--- src/rtl/sel_pkg.sv ---
package sel_pkg;

    // Number of tree levels needed so that radix**levels >= entries.
    function automatic int unsigned levels_for(input int unsigned entries,
                                               input int unsigned radix);
        int unsigned span;
        int unsigned lv;
        span = radix;
        lv   = 1;
        while (span < entries) begin
            span = span * radix;
            lv   = lv + 1;
        end
        return lv;
    endfunction

endpackage

--- src/rtl/sel_node.sv ---
module sel_node #(
    parameter int unsigned RADIX = 4
) (
    input  logic [RADIX-1:0] req_in,
    input  logic             enable,
    output logic             any_req,
    output logic [RADIX-1:0] gnt_out
);

    logic [RADIX:0] seen;

    // Fixed priority: child 0 wins over child 1, and so on.
    always_comb begin
        seen[0] = 1'b0;
        for (int i = 0; i < RADIX; i++) begin
            gnt_out[i] = enable & req_in[i] & ~seen[i];
            seen[i+1]  = seen[i] | req_in[i];
        end
        any_req = seen[RADIX];
    end

endmodule

--- src/rtl/sel_tree.sv ---
module sel_tree #(
    parameter int unsigned WIN   = 32,
    parameter int unsigned RADIX = 4
) (
    input  logic [WIN-1:0] req,
    input  logic           root_en,
    output logic [WIN-1:0] gnt,
    output logic           any_req
);

    localparam int unsigned LEVELS = sel_pkg::levels_for(WIN, RADIX);
    localparam int unsigned PAD    = RADIX ** LEVELS;

    // up[l]: request bits entering level l; dn[l]: enables leaving level l.
    logic [LEVELS:0][PAD-1:0] up;
    logic [LEVELS:0][PAD-1:0] dn;

    assign up[0]          = PAD'(req);
    assign dn[LEVELS][0]  = root_en;

    for (genvar l = 0; l < LEVELS; l++) begin : g_level
        localparam int unsigned NN = PAD / (RADIX ** (l + 1));
        for (genvar n = 0; n < NN; n++) begin : g_node
            sel_node #(.RADIX(RADIX)) u_node (
                .req_in  (up[l][n*RADIX +: RADIX]),
                .enable  (dn[l+1][n]),
                .any_req (up[l+1][n]),
                .gnt_out (dn[l][n*RADIX +: RADIX])
            );
        end
        if (NN < PAD) begin : g_pad
            assign up[l+1][PAD-1:NN] = '0;
            assign dn[l+1][PAD-1:NN] = '0;
        end
    end

    assign gnt     = dn[0][WIN-1:0];
    assign any_req = up[LEVELS][0];

endmodule

--- src/rtl/sel_grant_reg.sv ---
module sel_grant_reg #(
    parameter int unsigned WIN    = 32,
    parameter int unsigned NUM_FU = 2
) (
    input  logic                         clk,
    input  logic                         rst_n,
    input  logic [NUM_FU-1:0][WIN-1:0]   d_gnt,
    input  logic [NUM_FU-1:0]            d_vld,
    output logic [NUM_FU-1:0][WIN-1:0]   q_gnt,
    output logic [NUM_FU-1:0]            q_vld
);

    always_ff @(posedge clk) begin
        if (!rst_n) begin
            q_gnt <= '0;
            q_vld <= '0;
        end else begin
            q_gnt <= d_gnt;
            q_vld <= d_vld;
        end
    end

endmodule

--- src/rtl/issue_select_tree.sv ---
module issue_select_tree #(
    parameter int unsigned WIN    = 32,
    parameter int unsigned RADIX  = 4,
    parameter int unsigned NUM_FU = 2
) (
    input  logic                       clk,
    input  logic                       rst_n,
    input  logic [WIN-1:0]             req,
    input  logic [NUM_FU-1:0]          fu_avail,
    output logic [NUM_FU-1:0][WIN-1:0] gnt,
    output logic [NUM_FU-1:0]          vld,
    output logic [NUM_FU-1:0][WIN-1:0] gnt_q,
    output logic [NUM_FU-1:0]          vld_q
);

    // remain[u]: requests still open when tree u makes its choice.
    logic [NUM_FU:0][WIN-1:0] remain;
    logic [NUM_FU-1:0]        tree_any;

    assign remain[0] = req;

    for (genvar u = 0; u < NUM_FU; u++) begin : g_unit
        sel_tree #(.WIN(WIN), .RADIX(RADIX)) u_tree (
            .req     (remain[u]),
            .root_en (fu_avail[u]),
            .gnt     (gnt[u]),
            .any_req (tree_any[u])
        );
        assign vld[u]      = tree_any[u] & fu_avail[u];
        assign remain[u+1] = remain[u] & ~gnt[u];
    end

    sel_grant_reg #(.WIN(WIN), .NUM_FU(NUM_FU)) u_pipe (
        .clk   (clk),
        .rst_n (rst_n),
        .d_gnt (gnt),
        .d_vld (vld),
        .q_gnt (gnt_q),
        .q_vld (vld_q)
    );

endmodule

--- config.mk ---
export PLATFORM = sky130hd
export DESIGN_NAME = issue_select_tree
export DESIGN_NICKNAME = d
export VERILOG_FILES = /design/src/rtl/sel_pkg.sv /design/src/rtl/sel_node.sv /design/src/rtl/sel_tree.sv /design/src/rtl/sel_grant_reg.sv /design/src/rtl/issue_select_tree.sv
export SDC_FILE = /design/constraint.sdc
export NUM_CORES = 1
export LEC_CHECK = 0
export ABC_AREA = 1
export BUFFER_PORTS_ARGS = -buffer_cell sky130_fd_sc_hd__buf_2
export CORE_MARGIN = 2
export CORE_UTILIZATION = 48
export CTS_CLUSTER_SIZE = 20
export DETAILED_ROUTE_END_ITERATION = 16
export PLACE_DENSITY = 0.85
export SLEW_MARGIN = 10
export SYNTH_ARGS = -nofsm -noshare
export SYNTH_HDL_FRONTEND = slang
export SYNTH_SLANG_ARGS = --single-unit
--- constraint.sdc ---
create_clock -name clk -period 4.5 [get_ports clk]
set_input_delay 0.9 -clock clk [delete_from_list [all_inputs] [get_ports clk]]
set_output_delay 0.9 -clock clk [all_outputs]
set_load 0.1 [all_outputs]
==> key figures, run 1 <==
Power
  • Pwr Density: 258 nW/um^2
  • Combinational Power Share: 0.153
  • P_leak: 2.53 nW
  • Sequential share of power: 0.461
  • Sw Ratio: 0.307
  • Internal power: 0.000883 W
  • Peak VDD IR: 0.193 mV
  • Sw power: 0.000391 W
  • Clk pwr share: 0.385

Final layout
  • Area growth from synthesis to layout: 58.1%
  • Final std cells w/o fill: 699
  • Filler Cell Count: 458
  • Final net count: 653
  • Most common cell after layout, fill and taps aside: buf_2
  • Most frequent cells in the layout: buf_2, dfxtp_1, inv_1, nor2_1, nand2_1
  • # diodes: 0
  • Final instance area: 4950 um^2
  • Share of layout cells above drive strength 1: 0.476

Clocking
  • CTS tree: done
  • CTS HTree Levels: 3
  • CTS Buffer Depth: 2
  • Root buf cell: clkbuf_8
  • TritonCTS Buffers: 9
  • Clk slew on worst S/H paths: 0.07 ns
  • Post-CTS Hold Buffers: 0
  • CTS sink count: 66

Placement
  • Gp weighted congestion: 0.880
  • Placed cells: 676
  • Port buffer count: 167
  • Pre-CTS WS: 0.0846 ns
  • Detailed placer's ending HPWL: 7.42 mm
  • Placement Cell Area: 4670 um^2

Hold path
  • Hold path start: req[30]
  • Worst hold path class: in2reg
  • Hold EP: u_pipe.q_gnt[31]
  • Hold depth: 2

GRT
  • Vias in the first global route: 3391
  • Antenna violations before repair: 0
  • Largest net degree at the start of global routing: 67
  • Total GRT Usage: 0.268
  • GRT overflow: 0
  • Global-route wire length before repair: 15.5 mm

Drt
  • Detail Route Antenna Nets: 0
  • Final WL: 9.52 mm
  • DRC Markers: 0
  • DR iter-0 viols: 142
  • Vias per inst: 5.21
  • WL per Instance: 13.6 um
  • Vias: 3643
  • Drt pass-1 iters: 5

Logic synthesis
  • Syn. warnings: 0
  • Register area share after synthesis: 0.422
  • Seq cells post-synth: 66
  • Synth unique cells: 26
  • Synthesized area: 3130 um^2
  • Largest area contributor in the netlist: dfxtp_1
  • Cells after Synth: 433
  • Syn_area_per_cell: 7.23 um^2
  • Top-area cell type share of the netlist area: 0.422
  • Top cells by area, synth: dfxtp_1, nor2_1, inv_1
  • Syn_nets: 469

STA
  • Fmax achieved: 234 MHz
  • Rel. slew slack: 0.228
  • Final min period: 4.28 ns
  • Setup slack after layout: 0.222 ns
  • Hold Violations, Final: 0
  • Period utilization: 0.951
  • Worst slew pin tran: 1.16 ns
  • Final Setup Violations: 0
  • Slew Viols, Final: 0

Setup path
  • Worst path arrival time: 3.38 ns
  • CP endpoint kind: output pin
  • Max FO, Critical Path: 8
  • Crit Path Class: in2out
  • Crit path launch type: primary input
  • Worst EP required: 3.60 ns

Floorplan
  • Initial core utilization: 0.496
  • Chip Width: 84.7 um
  • Die height: 84.7 um
  • Num rows: 29
  • I/O pin count: 168
  • Die area: 7180 um^2
  • Area of the core: 6310 um^2

Job
  • Max cap viols: 0

Status
  • Outcome: finished, final reports clean
## registers in the layout, indices dropped and copies added, names as in the netlist
signal / cells
u_pipe.q_vld: 2
u_pipe.q_gnt: 64
## layer usage
| metal | share of wire | wire length, um | up-vias | GRT usage |
|---|---|---|---|---|
| met1 | 0.37 | 3550 | 1675 | 0.295 |
| li1 | - | - | 1773 | - |
| met5 | 0 | 0 | - | 0 |
| met2 | 0.50 | 4790 | 168 | 0.475 |
| met4 | 0.025 | 235 | 0 | 0.0952 |
| met3 | 0.099 | 943 | 27 | 0.0954 |
## critical path, cell delays in order
cell     delay, ns
buf_2         0.14
inv_2         0.10
nand2_2       0.07
nor2_4        0.10
nand2_1       0.12
nor2_2        0.11
nand2_2       0.08
nor2_4        0.20
buf_4         0.16
nand2_1       0.08
nand2_1       0.11
nand4_1       0.21
inv_1         0.12
nand2_2       0.10
nor2_4        0.11
nand4_4       0.24
nor2_4        0.21
buf_12        0.18
## final cells by class
type                       instances  area [um^2]  area share
timing repair buffer             183         1230       0.248
clock buffer                       9          124      0.0250
tap                               77         96.3      0.0195
inverter                          77          310      0.0627
sequential                        66         1320       0.267
clock inverter                     7         70.1      0.0142
multi-input combinational        280         1800       0.363
## cell families after synthesis
family	after synthesis	synth area share
compound gates	10	0.0176
buf+inv	87	0.107
flops	66	0.422
simple gates	270	0.453
## cells in the mapped netlist
| cell | count |
|---|---|
| nand3_1 | 33 |
| nand4_1 | 17 |
| inv_1 | 71 |
| buf_2 | 1 |
| nand4_4 | 2 |
| nand2_1 | 47 |
| nor3_2 | 5 |
| a21oi_1 | 4 |
| nor2_2 | 6 |
| inv_2 | 6 |
| nor3_4 | 1 |
| o21ai_1 | 4 |
| nand3_4 | 2 |
| dfxtp_1 | 66 |
| nand4_2 | 1 |
| nand2_2 | 11 |
| nor2_1 | 80 |
| nor4_1 | 14 |
| a41oi_1 | 1 |
| nor3_1 | 39 |
| clkbuf_1 | 8 |
| a31oi_1 | 1 |
| nor2_4 | 7 |
| nand3b_1 | 2 |
| nand3_2 | 3 |
| buf_6 | 1 |
## how the worst max path moves through the flow
stage	slack (ns)	depth (start not counted)	end	start
floorplan	-0.20	13	gnt[56]	req[0]
global placement	0.19	16	gnt[51]	req[4]
detailed placement	0.08	18	gnt[39]	req[4]
CTS	0.05	18	gnt[39]	req[4]
global route	-0.03	18	gnt[58]	req[21]
finish	0.22	18	gnt[58]	req[8]
## through the flow
stage	hold slack, ns	util	total power (W)	setup TNS (ns)
after global routing	0.784	0.784	0.00132	-0.0428
after CTS	0.774	0.770	0.00128	0
final	0.784	0.784	0.00127	0
after detailed placement	1.14	0.740	0.000792	0
after global placement	1.14	0.740	0.000788	0
after floorplan	0.979	-	0.000738	-2.75
## power by group through the flow
stage	registers, W	clock network [W]	logic, W
after global placement	0.000601	0	0.000187
after global routing	0.000588	0.000527	0.000210
final	0.000588	0.000491	0.000196
after detailed placement	0.000601	0	0.000191
after CTS	0.000588	0.000498	0.000192
after floorplan	0.000626	0	0.000112
## timing repair
action | CTS | global route
setup buffers | 0 | 7
setup endpoints to repair | 0 | 21
resized for setup | 0 | 10
Power figures use the tool's default switching activity.
==> run 2, diff against run 1 <==
CORE_UTILIZATION = 45   (was 48)
PLACE_DENSITY = 0.8   (was 0.85)
clock period = 4.2 ns   (was 4.5 ns; I/O delays follow)
==> run 2 against run 1 <==
- wire length rose by 6.8%
- critical path depth fell by 1
- global-route usage fell by 2.0 points
- combinational power rose by 15%
- clock-buffer cell count rose by 2
- power rose by 3.3%
- worst setup slack got worse by 0.20 ns
- via count rose by 2.5%
- utilization rose by 0.88 points
- largest cell class unchanged
- highest routed layer unchanged
==> key figures, run 2 (same netlist as run 1, synthesis figures left out) <==
Floorplan
  • Initial core utilization: 0.463 (-0.0325)
  • Chip Width: 87.4 um (+3.1%)
  • Die height: 87.4 um (+3.1%)
  • Die area: 7640 um^2 (+6.4%)
  • Num rows: 30 (+3.4%)
  • I/O pin count: 168 (unchanged)
  • Area of the core: 6760 um^2 (+7.0%)

Hold path
  • Worst hold path class: in2reg
  • Hold path start: req[30]

Clocking
  • CTS HTree Levels: 3 (unchanged)
  • Clk slew on worst S/H paths: 0.07 ns (about the same)
  • TritonCTS Buffers: 9 (unchanged)
  • Root buf cell: clkbuf_8
  • CTS tree: done
  • CTS sink count: 66 (unchanged)
  • Post-CTS Hold Buffers: 0 (unchanged)
  • CTS Buffer Depth: 2 (unchanged)

Drt
  • DRC Markers: 0 (unchanged)
  • Detail Route Antenna Nets: 0 (unchanged)
  • Drt pass-1 iters: 4 (-1)
  • Vias per inst: 5.20 (-0.24%)
  • WL per Instance: 14.2 um (+4.0%)
  • Vias: 3733 (+2.5%)
  • DR iter-0 viols: 137 (-3.5%)
  • Final WL: 10.2 mm (+6.8%)

STA
  • Fmax achieved: 239 MHz
  • WHS: 0.740 ns (-0.0441 ns)
  • Worst slew pin tran: 1.13 ns (-0.0271 ns)
  • Hold Violations, Final: 0 (unchanged)
  • Slew Viols, Final: 0 (unchanged)
  • Final min period: 4.18 ns
  • Period utilization: 0.996
  • Final Setup Violations: 0 (unchanged)
  • Rel. slew slack: 0.246 (+0.0181)
  • RSZ-0062 raised after global routing: yes

Final layout
  • Top Registers: u_pipe.q_gnt: 64 flops, u_pipe.q_vld: 2 flops
  • Most frequent cells in the layout: buf_2, dfxtp_1, inv_1, nor2_1, nand2_1
  • Largest register by flop count: u_pipe.q_gnt
  • Share of layout cells above drive strength 1: 0.508 (+0.0320)
  • Most common cell after layout, fill and taps aside: buf_2
  • Core Util, Final: 0.792 (+0.00882)
  • Final net count: 671 (+2.8%)
  • Area growth from synthesis to layout: 71.1%
  • # diodes: 0 (unchanged)
  • Max reg flops: 64 (unchanged)

Power
  • Power, Total: 0.00132 W (+3.3%)
  • P_leak: 2.66 nW (+5.0%)
  • Peak VDD IR: 0.212 mV (+9.8%)
  • Pwr Density: 246 nW/um^2 (-4.6%)

Placement
  • Gp weighted congestion: 0.865 (-1.7%)
  • Port buffer count: 167 (unchanged)
  • Detailed placer's ending HPWL: 7.51 mm (+1.2%)

GRT
  • Antenna violations before repair: 0 (unchanged)
  • Vias in the first global route: 3457 (+1.9%)
  • Total GRT Usage: 0.248 (-0.0201)
  • Largest net degree at the start of global routing: 67 (unchanged)
  • Global-route wire length before repair: 15.0 mm (-2.8%)
  • GRT overflow: 0 (unchanged)

Setup path
  • Crit path launch type: primary input
  • Crit path largest cell delay: 0.23 ns (about the same)
  • Worst path arrival time: 3.34 ns (-0.04 ns)
  • Max FO, Critical Path: 7 (-1)
  • CP endpoint kind: output pin
  • Crit Path Class: in2out
  • Worst path cell trace: buf_2 > nor2_1 > nand3_2 > nor2_4 > nand2_1 > nand2_4 > nor2_4 > buf_12 > buf_4 > nand2_1 > nand2_1 > nand3_1 > nor2_2 > nand3_4 > nand4_4 > nor2_4 > buf_12
  • Worst EP required: 3.36 ns (-0.24 ns)
  • Slowest-stage cell, CP: nand4_4
  • Crit. Startpoint: req[17]

Status
  • Outcome: finished, final reports clean

Job
  • Max cap viols: 0 (unchanged)
run 2: cell count changes in the layout (fill, tap and decap cells not counted), sizes merged:
cell / previous run / this run
nor2: 93 / 94
clkinv: 5 / 2
buf: 182 / 200
clkbuf: 10 / 11
bufinv: 1 / 0
run 2: critical path: cells and delay by family:
kind                   cells  cell delay [ns]
and+or+nand+nor           13             1.91
buffers and inverters      4             0.57
run 2: path summary, 6_finish.rpt:
check | endpoint | slack [ns] | depth (start not counted)
setup / recovery | gnt[55] | 0.02 | 17
hold / removal | u_pipe.q_gnt[31] | 0.74 | 2
run 2: power by group:
group / switching (W) / internal (W)
Clock: 0.000238 / 0.000222
Sequential: 0.00000105 / 0.000629
Combinational: 0.000172 / 0.0000529
run 2: stage by stage:
step	instances	area, um^2	setup slack, ns	TNS, ns
2_1_floorplan	433	3490	-0.394	-6.85
3_3_place_gp	684	4890	0.0184	0
3_5_place_dp	684	4890	-0.0458	-0.178
4_1_cts	701	5090	0.0214	0
5_1_grt	718	5350	-0.120	-1.23
6_report	718	5350	0.0183	0
run 2: final cells by class:
cell class                      instances  area (um^2)
Clock buffer                           11          141
Multi-Input combinational cell        281         1940
Fill cell                             435         1400
Sequential cell                        66         1320
Tap cell                               80          100
Timing Repair Buffer                  200         1520
Clock inverter                          3         17.5
Inverter                               77          313
run 2: what timing repair did:
action	in CTS	in global routing
buffers inserted	2	17
cloned	1	0
gates resized for setup	2	31
pin swaps	2	22
endpoints found under the setup margin	7	17
run 2: metal layers:
layer,part of all wire,vias up,track usage
li1,-,1808,-
met1,0.38,1749,0.275
met2,0.52,158,0.450
met3,0.079,18,0.0597
met4,0.018,0,0.101
met5,0,-,0
